### config.mk
export PLATFORM = sky130hd
export DESIGN_NAME = prog_addr_unit
export DESIGN_NICKNAME = d
export VERILOG_FILES = /design/src/rtl/prog_addr_pkg.sv /design/src/rtl/ret_stack.sv /design/src/rtl/pc_next_sel.sv /design/src/rtl/prog_addr_unit.sv
export SDC_FILE = /design/constraint.sdc
export NUM_CORES = 1
export LEC_CHECK = 0
export BUFFER_PORTS_ARGS = -buffer_cell sky130_fd_sc_hd__buf_4
export CORE_ASPECT_RATIO = 0.5
export CORE_MARGIN = 3
export CORE_UTILIZATION = 50
export DETAILED_ROUTE_END_ITERATION = 10
export GPL_ROUTABILITY_DRIVEN = 1
export PLACE_DENSITY = 0.76
export SYNTH_ARGS = -nofsm -noshare
export SYNTH_HDL_FRONTEND = slang
export SYNTH_SLANG_ARGS = --single-unit
### constraint.sdc
create_clock -name clk -period 4.14 [get_ports clk]
set_clock_uncertainty 0.2 [all_clocks]
set_input_delay 0.621 -clock clk [delete_from_list [all_inputs] [get_ports clk]]
set_output_delay 0.621 -clock clk [all_outputs]
set_load 0.02 [all_outputs]
### src/rtl/prog_addr_pkg.sv
package prog_addr_pkg;

  typedef enum logic [2:0] {
    OP_NEXT = 3'd0,
    OP_JUMP = 3'd1,
    OP_CALL = 3'd2,
    OP_RET  = 3'd3,
    OP_WRLO = 3'd4,
    OP_VECT = 3'd5,
    OP_RSV6 = 3'd6,
    OP_RSV7 = 3'd7
  } pc_op_e;

endpackage

### src/rtl/ret_stack.sv
module ret_stack #(
  parameter int WIDTH = 13,
  parameter int DEPTH = 8
) (
  input  logic             clk,
  input  logic             rst,
  input  logic             push_en,
  input  logic [WIDTH-1:0] push_data,
  input  logic             pop_en,
  output logic [WIDTH-1:0] top_data
);

  localparam int PTR_W = (DEPTH > 1) ? $clog2(DEPTH) : 1;
  localparam logic [PTR_W-1:0] LAST = PTR_W'(DEPTH - 1);

  logic [WIDTH-1:0] mem [DEPTH];
  logic [PTR_W-1:0] ptr_q;
  logic [PTR_W-1:0] ptr_inc;
  logic [PTR_W-1:0] ptr_dec;

  generate
    if ((1 << PTR_W) == DEPTH) begin : g_pow2
      assign ptr_inc = ptr_q + PTR_W'(1);
      assign ptr_dec = ptr_q - PTR_W'(1);
    end else begin : g_mod
      assign ptr_inc = (ptr_q == LAST) ? '0 : ptr_q + PTR_W'(1);
      assign ptr_dec = (ptr_q == '0) ? LAST : ptr_q - PTR_W'(1);
    end
  endgenerate

  // storage is never reset so it maps onto distributed RAM
  always_ff @(posedge clk) begin
    if (push_en) mem[ptr_q] <= push_data;
  end

  always_ff @(posedge clk) begin
    if (rst)          ptr_q <= '0;
    else if (push_en) ptr_q <= ptr_inc;
    else if (pop_en)  ptr_q <= ptr_dec;
  end

  assign top_data = mem[ptr_dec];

endmodule

### src/rtl/pc_next_sel.sv
module pc_next_sel
  import prog_addr_pkg::*;
#(
  parameter int ADDR_W  = 13,
  parameter int LOW_W   = 8,
  parameter int TGT_W   = 11,
  parameter int IRQ_VEC = 4
) (
  input  logic [ADDR_W-1:0]       cur_addr,
  input  logic                    step,
  input  logic [2:0]              op,
  input  logic [TGT_W-1:0]        target,
  input  logic [LOW_W-1:0]        data,
  input  logic [ADDR_W-LOW_W-1:0] latch,
  input  logic [ADDR_W-1:0]       stack_top,
  output logic [ADDR_W-1:0]       nxt_addr,
  output logic                    push_en,
  output logic [ADDR_W-1:0]       push_data,
  output logic                    pop_en
);

  localparam int HI_W   = ADDR_W - LOW_W;
  localparam int PAGE_W = ADDR_W - TGT_W;
  localparam logic [ADDR_W-1:0] ONE = ADDR_W'(1);
  localparam logic [ADDR_W-1:0] VEC = ADDR_W'(IRQ_VEC);

  pc_op_e           op_e;
  logic [ADDR_W-1:0] incr;
  logic [ADDR_W-1:0] paged;

  assign op_e  = pc_op_e'(op);
  assign incr  = cur_addr + ONE;
  assign paged = {latch[HI_W-1 -: PAGE_W], target};

  always_comb begin
    nxt_addr  = cur_addr;
    push_en   = 1'b0;
    pop_en    = 1'b0;
    push_data = incr;
    if (step) begin
      case (op_e)
        OP_NEXT: nxt_addr = incr;
        OP_JUMP: nxt_addr = paged;
        OP_CALL: begin
          nxt_addr = paged;
          push_en  = 1'b1;
        end
        OP_RET: begin
          nxt_addr = stack_top;
          pop_en   = 1'b1;
        end
        OP_WRLO: nxt_addr = {latch, data};
        OP_VECT: begin
          nxt_addr  = VEC;
          push_en   = 1'b1;
          push_data = cur_addr;
        end
        default: nxt_addr = cur_addr;
      endcase
    end
  end

endmodule

### src/rtl/prog_addr_unit.sv
module prog_addr_unit #(
  parameter int ADDR_W  = 13,
  parameter int LOW_W   = 8,
  parameter int TGT_W   = 11,
  parameter int DEPTH   = 8,
  parameter int RST_VEC = 0,
  parameter int IRQ_VEC = 4
) (
  input  logic                    clk,
  input  logic                    rst,
  input  logic                    step_i,
  input  logic [2:0]              op_i,
  input  logic [TGT_W-1:0]        target_i,
  input  logic [LOW_W-1:0]        data_i,
  input  logic [ADDR_W-LOW_W-1:0] latch_i,
  output logic [ADDR_W-1:0]       addr_o,
  output logic [LOW_W-1:0]        low_o
);

  logic [ADDR_W-1:0] addr_q;
  logic [ADDR_W-1:0] nxt_addr;
  logic [ADDR_W-1:0] push_data;
  logic [ADDR_W-1:0] stack_top;
  logic              push_en;
  logic              pop_en;

  pc_next_sel #(
    .ADDR_W (ADDR_W),
    .LOW_W  (LOW_W),
    .TGT_W  (TGT_W),
    .IRQ_VEC(IRQ_VEC)
  ) sel_i (
    .cur_addr (addr_q),
    .step     (step_i),
    .op       (op_i),
    .target   (target_i),
    .data     (data_i),
    .latch    (latch_i),
    .stack_top(stack_top),
    .nxt_addr (nxt_addr),
    .push_en  (push_en),
    .push_data(push_data),
    .pop_en   (pop_en)
  );

  ret_stack #(
    .WIDTH(ADDR_W),
    .DEPTH(DEPTH)
  ) stk_i (
    .clk      (clk),
    .rst      (rst),
    .push_en  (push_en & ~rst),
    .push_data(push_data),
    .pop_en   (pop_en),
    .top_data (stack_top)
  );

  always_ff @(posedge clk) begin
    if (rst) addr_q <= ADDR_W'(RST_VEC);
    else     addr_q <= nxt_addr;
  end

  assign addr_o = addr_q;
  assign low_o  = addr_q[LOW_W-1:0];

endmodule

==> flow_metrics.tcl, run 1 <==
set metrics [dict create \
    io_pins 51 \
    min_period_ps 3020 \
    grt_overflow 0 \
    worstPathArrival_ps 3090 \
    yosysTopAreaCell "edfxtp_1" \
    first_pass_iters 5 \
    yosys_warnings 0 \
    setup_viol 0 \
    drive_gt1_frac 0.267 \
    top_layer "met4" \
    path_clk_slew_ps 60 \
    hp-start "rst" \
    cts-root-buf "clkbuf_16" \
    final_area_mm2 0.00659 \
    power.total_mw 3.07 \
    critPathBufInv 1 \
    hp-class "input pin to flip-flop" \
    layout_common_cells "edfxtp_1, buf_4, nand2_1" \
    grt_pass1_vias 3343 \
    peakVddDrop_uv 332 \
    fp.coreArea_mm2 0.0105 \
    wl_met1_mm 5.73 \
    rsz0062_at_grt "false" \
    die-height_um 80.7 \
    period_share 0.729 \
    wl_met2_mm 5.63 \
    start_kind "flip-flop" \
    clockBufferDepth 2 \
    fp-row-count 26 \
    synthCells 402 \
    hpwlAfterDp_mm 8.24 \
    fmax_mhz 331 \
    outcome "finished, final reports clean" \
    crit_required_ps 4220 \
    fin_util 0.625 \
    final_antenna_net_count 0 \
    worst_pin_slew_ps 1020 \
    start_util 0.530 \
    place.gp.congestion 0.849 \
    startpoint "stk_i.ptr_q[1]" \
    cts.htree.levels 4 \
    power.density_mw_per_mm2 465 \
    cap_viol_max_count 0 \
    placed_cell_area_mm2 0.00604 \
    drtIter0Drc 489 \
    grt_use_total 0.210 \
    vias 3629 \
    die_area_mm2 0.0126 \
    cp_cell_sequence "inv_1, ha_1, xor2_4, mux4_1, mux2_2, a211oi_2, a211oi_1" \
    synth_nets 435 \
    yosys_register_bits 120 \
    mostFrequentLayoutCell "edfxtp_1" \
    power.leakage_nw 2.30 \
    antenna_found_initial 0 \
    synth_area_leaders "edfxtp_1, mux4_2, dfxtp_1" \
    setup-tns-final_ps 0 \
    cts_tree "built" \
    drv_slew 0 \
    met3WireLength_mm 1.32 \
    synth_top_area_share 0.559 \
    via_per_inst 6.00 \
    diodes 0 \
    slowest_delay_ps 640 \
    reg2reg_slack_ps 1120 \
    ys_async_sr_fraction 0 \
    clk_latency_ps 400 \
    routed_wl_mm 12.8 \
    area_growth_pct 18.0 \
    drc 0 \
    wire_per_inst_um 21.2 \
    synth_flop_cell "edfxtp_1" \
    post_cts_buffers 0 \
    synth_area_mm2 0.00559 \
    syn_area_per_cell_um2 13.9 \
    critPathMaxFanout 15 \
    grt_pass1_wl_mm 19.5 \
    crit_family "multiplexers" \
    synth_seq_area_share 0.616 \
    ctsResizeCount 0 \
    rr_startpoint "stk_i.ptr_q[1]" \
    slew_headroom 0.321 \
    cpMaxStageDelayCell "mux4_1" \
    cts_buffers 17 \
    synth_edf_count 104 \
    io_buffers 50 \
    cts_hold_buffers 0 \
    cp-end-kind "flip-flop" \
    synth_cell_type_count 60 \
    fin_hold_ws_ps 317 \
    final_hold_viol_count 0 \
    cts_sinks 120 \
    critPathKind "flip-flop to flip-flop" \
    nets 485 \
    die_w_um 155 \
    grt_start_max_net_pins 28 \
]
metal layers:
metal  vias to the layer above  global-route usage
met5                         -                   0
met1                      1784               0.311
met3                        15              0.0538
met4                         0              0.0742
met2                       184               0.305
li1                       1646                   -
state kept, by name (all words and copies together) (netlist names):
signal	flops
stk_i.mem	104
addr_o	13
stk_i.ptr_q	3
cells by family after synthesis:
kind of cell	count (synthesis)	share of synthesized area
AOI/OAI and AO/OA	77	0.0968
DFF	120	0.616
adders and majority gates	3	0.00672
buffers and inverters	37	0.0417
muxes	30	0.108
and+or+nand+nor	113	0.0927
xor gates and xnor gates	22	0.0378
layout make-up:
| type | instances | area [µm²] |
|---|---|---|
| clock buffer | 18 | 429 |
| clock inverter | 14 | 124 |
| fill | 740 | 3950 |
| inverter | 4 | 17.5 |
| multi-input combinational | 245 | 1920 |
| sequential | 120 | 3440 |
| tap | 140 | 175 |
| timing repair buffer | 64 | 480 |
worst register-to-register path, stage by stage (launching register included):
cell and delay, ps:
dfxtp_1 470, inv_1 110, ha_1 290, xor2_4 570, mux4_1 640, mux2_2 290
a211oi_2 210, a211oi_1 120
synth_stat cells (2+ instances only):
master / instances
a21oi_1: 19
nand3b_1: 2
nand2b_1: 2
nor3_1: 9
mux2_2: 3
ha_1: 3
inv_1: 3
a2bb2oi_1: 2
buf_6: 6
nand3_1: 10
a32oi_1: 2
mux4_1: 3
buf_2: 7
o211ai_1: 2
o21ai_0: 8
mux4_2: 20
clkbuf_1: 9
xor2_1: 11
buf_4: 9
dfxtp_1: 16
a211oi_1: 4
o21ai_1: 6
o221a_1: 4
o221ai_1: 4
o22ai_1: 2
nor4_1: 2
a31oi_1: 2
nor2b_1: 2
nand2_1: 43
and3b_1: 2
edfxtp_1: 104
and3_1: 2
nor2_1: 31
xnor2_1: 10
mux2i_1: 4
a22oi_1: 9
or2_1: 2
stage by stage:
stage / setup WS, ps / cells
after detailed placement: 1130 / 573
after global placement: 1240 / 573
after global routing: 966 / 605
final: 1120 / 605
after floorplan: 1280 / 402
after CTS: 1130 / 605
final timing paths:
path | endpoint | cells after the start
worst max-delay path | addr_o[7] | 7
worst min-delay path | addr_o[9] | 2
worst min register to register | addr_o[1] | 2
worst max register to register | addr_o[7] | 7
where the power goes:
part,switching (mW),internal (mW)
combinational,0.196,0.149
clock,0.529,0.827
sequential,0.0255,1.34
total,0.751,2.32
Power figures use the tool's default switching activity.
==> run 2, diff against run 1 <==
==> constraint.sdc (replaced) <==
create_clock -name clk -period 2.85 [get_ports clk]
set_clock_uncertainty 0.2 [all_clocks]
set_input_delay 0.4275 -clock clk [delete_from_list [all_inputs] [get_ports clk]]
set_output_delay 0.4275 -clock clk [all_outputs]
set_load 0.02 [all_outputs]
==> run 2 against run 1 <==
Against the previous run: sequential share of layout area is 0.74 points lower; flip-flop and latch count stayed put; cell count is 2.1% higher; hold slack worse by 170 ps; count of clock-buffer cells in the layout is 1 higher; power is 43% higher; combinational power is 56% higher; largest cell class unchanged; final area is 1.4% higher; first-iteration DRC count is 3.9% higher; sequential power is 45% higher; maximum frequency is 11% higher.
==> flow_metrics.tcl, run 2 (synthesis gave the netlist of run 1 again) <==
set metrics [dict create \
    reg2reg_slack_ps 120 \
    hold_path_depth 2 \
    cts_sinks 120 \
    critPathMaxFanout 7 \
    start_util 0.530 \
    setup_viol 0 \
    die-height_um 80.7 \
    grt_start_max_net_pins 28 \
    final_hold_viol_count 0 \
    cts_tree "built" \
    vias 3770 \
    worst_pin_slew_ps 690 \
    die_w_um 155 \
    drive_gt1_frac 0.282 \
    power.density_mw_per_mm2 658 \
    cp-end-kind "flip-flop" \
    fp.coreArea_mm2 0.0105 \
    cap_viol_max_count 0 \
    drc 0 \
    area_growth_pct 19.7 \
    routed_wl_mm 13.2 \
    fp-row-count 26 \
    grt_pass1_wl_mm 20.1 \
    final_cells 618 \
    cts_buffers 17 \
    critPathKind "flip-flop to flip-flop" \
    clockBufferDepth 2 \
    largest_reg_flops 104 \
    power.leakage_nw 2.37 \
    setup-tns-final_ps 0 \
    io_pins 51 \
    ctsResizeCount 0 \
    outcome "finished, final reports clean" \
    io_buffers 50 \
    hp-class "input pin to flip-flop" \
    r2r-end "addr_o[7]" \
    hpwlAfterDp_mm 8.76 \
    path_clk_slew_ps 60 \
    final_antenna_net_count 0 \
    rsz0062_at_grt "false" \
    hold_end "addr_o[11]" \
    min_period_ps 2730 \
    layout_common_cells "edfxtp_1, buf_4, nand2_1" \
    drtIter0Drc 508 \
    nets 501 \
    diodes 0 \
    top_register "stk_i.mem" \
    die_area_mm2 0.0126 \
    worstPathArrival_ps 2800 \
    clk_latency_ps 400 \
    period_share 0.957 \
    cts-root-buf "clkbuf_16" \
    via_per_inst 6.10 \
    slew_headroom 0.538 \
    wire_per_inst_um 21.3 \
    dp_cells 587 \
    drv_slew 0 \
    grt_pass1_vias 3430 \
    reg2reg_depth 7 \
    place.gp.congestion 0.884 \
    hp-start "rst" \
    mostFrequentLayoutCell "edfxtp_1" \
    start_kind "flip-flop" \
    grt_use_total 0.217 \
    crit_required_ps 2930 \
    peakVddDrop_uv 409 \
    first_pass_iters 5 \
    fmax_mhz 367 \
    rr_startpoint "stk_i.ptr_q[1]" \
    antenna_found_initial 0 \
    grt_overflow 0 \
    cts.htree.levels 4 \
]
==> run 2: cell count changes in the layout (fill, tap and decap cells not counted) <==
cell        delta
buf_4         +15
inv_6          -2
buf_12         +1
clkbuf_1       +1
clkinv_1       +1
clkinv_4       -1
clkinvlp_4     -1
inv_8          -1
==> run 2: metal layers <==
layer / track usage / wire length [µm] / part of all wire
met5: 0 / 0 / 0
met4: 0.0594 / 157 / 0.012
met2: 0.314 / 5780 / 0.44
met1: 0.330 / 5880 / 0.45
met3: 0.0500 / 1330 / 0.10
==> run 2: worst max path at each step <==
stage,start,to,depth (start not counted)
2_1_floorplan,op_i[1],stk_i.mem[1][0],6
3_3_place_gp,stk_i.ptr_q[1],addr_o[7],7
3_5_place_dp,stk_i.ptr_q[1],addr_o[7],7
4_1_cts,stk_i.ptr_q[1],addr_o[7],7
5_1_grt,stk_i.ptr_q[1],addr_o[7],7
6_report,stk_i.ptr_q[1],addr_o[7],7
==> run 2: final cells by class <==
class / count / area, µm²
fillers: 756 / 3850
flip-flops and latches: 120 / 3440
multi-input cells: 245 / 1920
repair buffers: 80 / 613
clock buffers: 19 / 433
well taps: 140 / 175
clock inverters: 10 / 82.6
inverters: 4 / 17.5
==> run 2: metrics by stage <==
step                       util  power [mW]  instance area [µm²]  worst slack, ps  hold slack, ps
final                     0.634        4.40                 6690              123             151
after global routing      0.634        4.55                 6690             11.1             148
after CTS                 0.633        4.40                 6670              106             135
after detailed placement  0.584        2.54                 6150              181             359
after global placement    0.584        2.53                 6150              270             353
after floorplan               -        2.37                 5590              181             356
==> run 2: what timing repair did <==
action                                  CTS  global route
hold buffers                              0             0
buffers inserted                          0             2
endpoints found under the setup margin    0             1
==> run 2: critical path, stage by stage (launching register included) <==
cell	delay [ps]
dfxtp_1	470
inv_1	110
ha_1	290
xor2_4	310
mux4_1	600
mux2_2	300
a211oi_2	230
a211oi_1	90
==> run 2: report_power, final <==
| part | leakage, nW | internal (mW) | switching (mW) |
|---|---|---|---|
| Combinational | 1.04 | 0.242 | 0.296 |
| Sequential | 1.08 | 1.95 | 0.0328 |
| Clock | 0.243 | 1.17 | 0.710 |
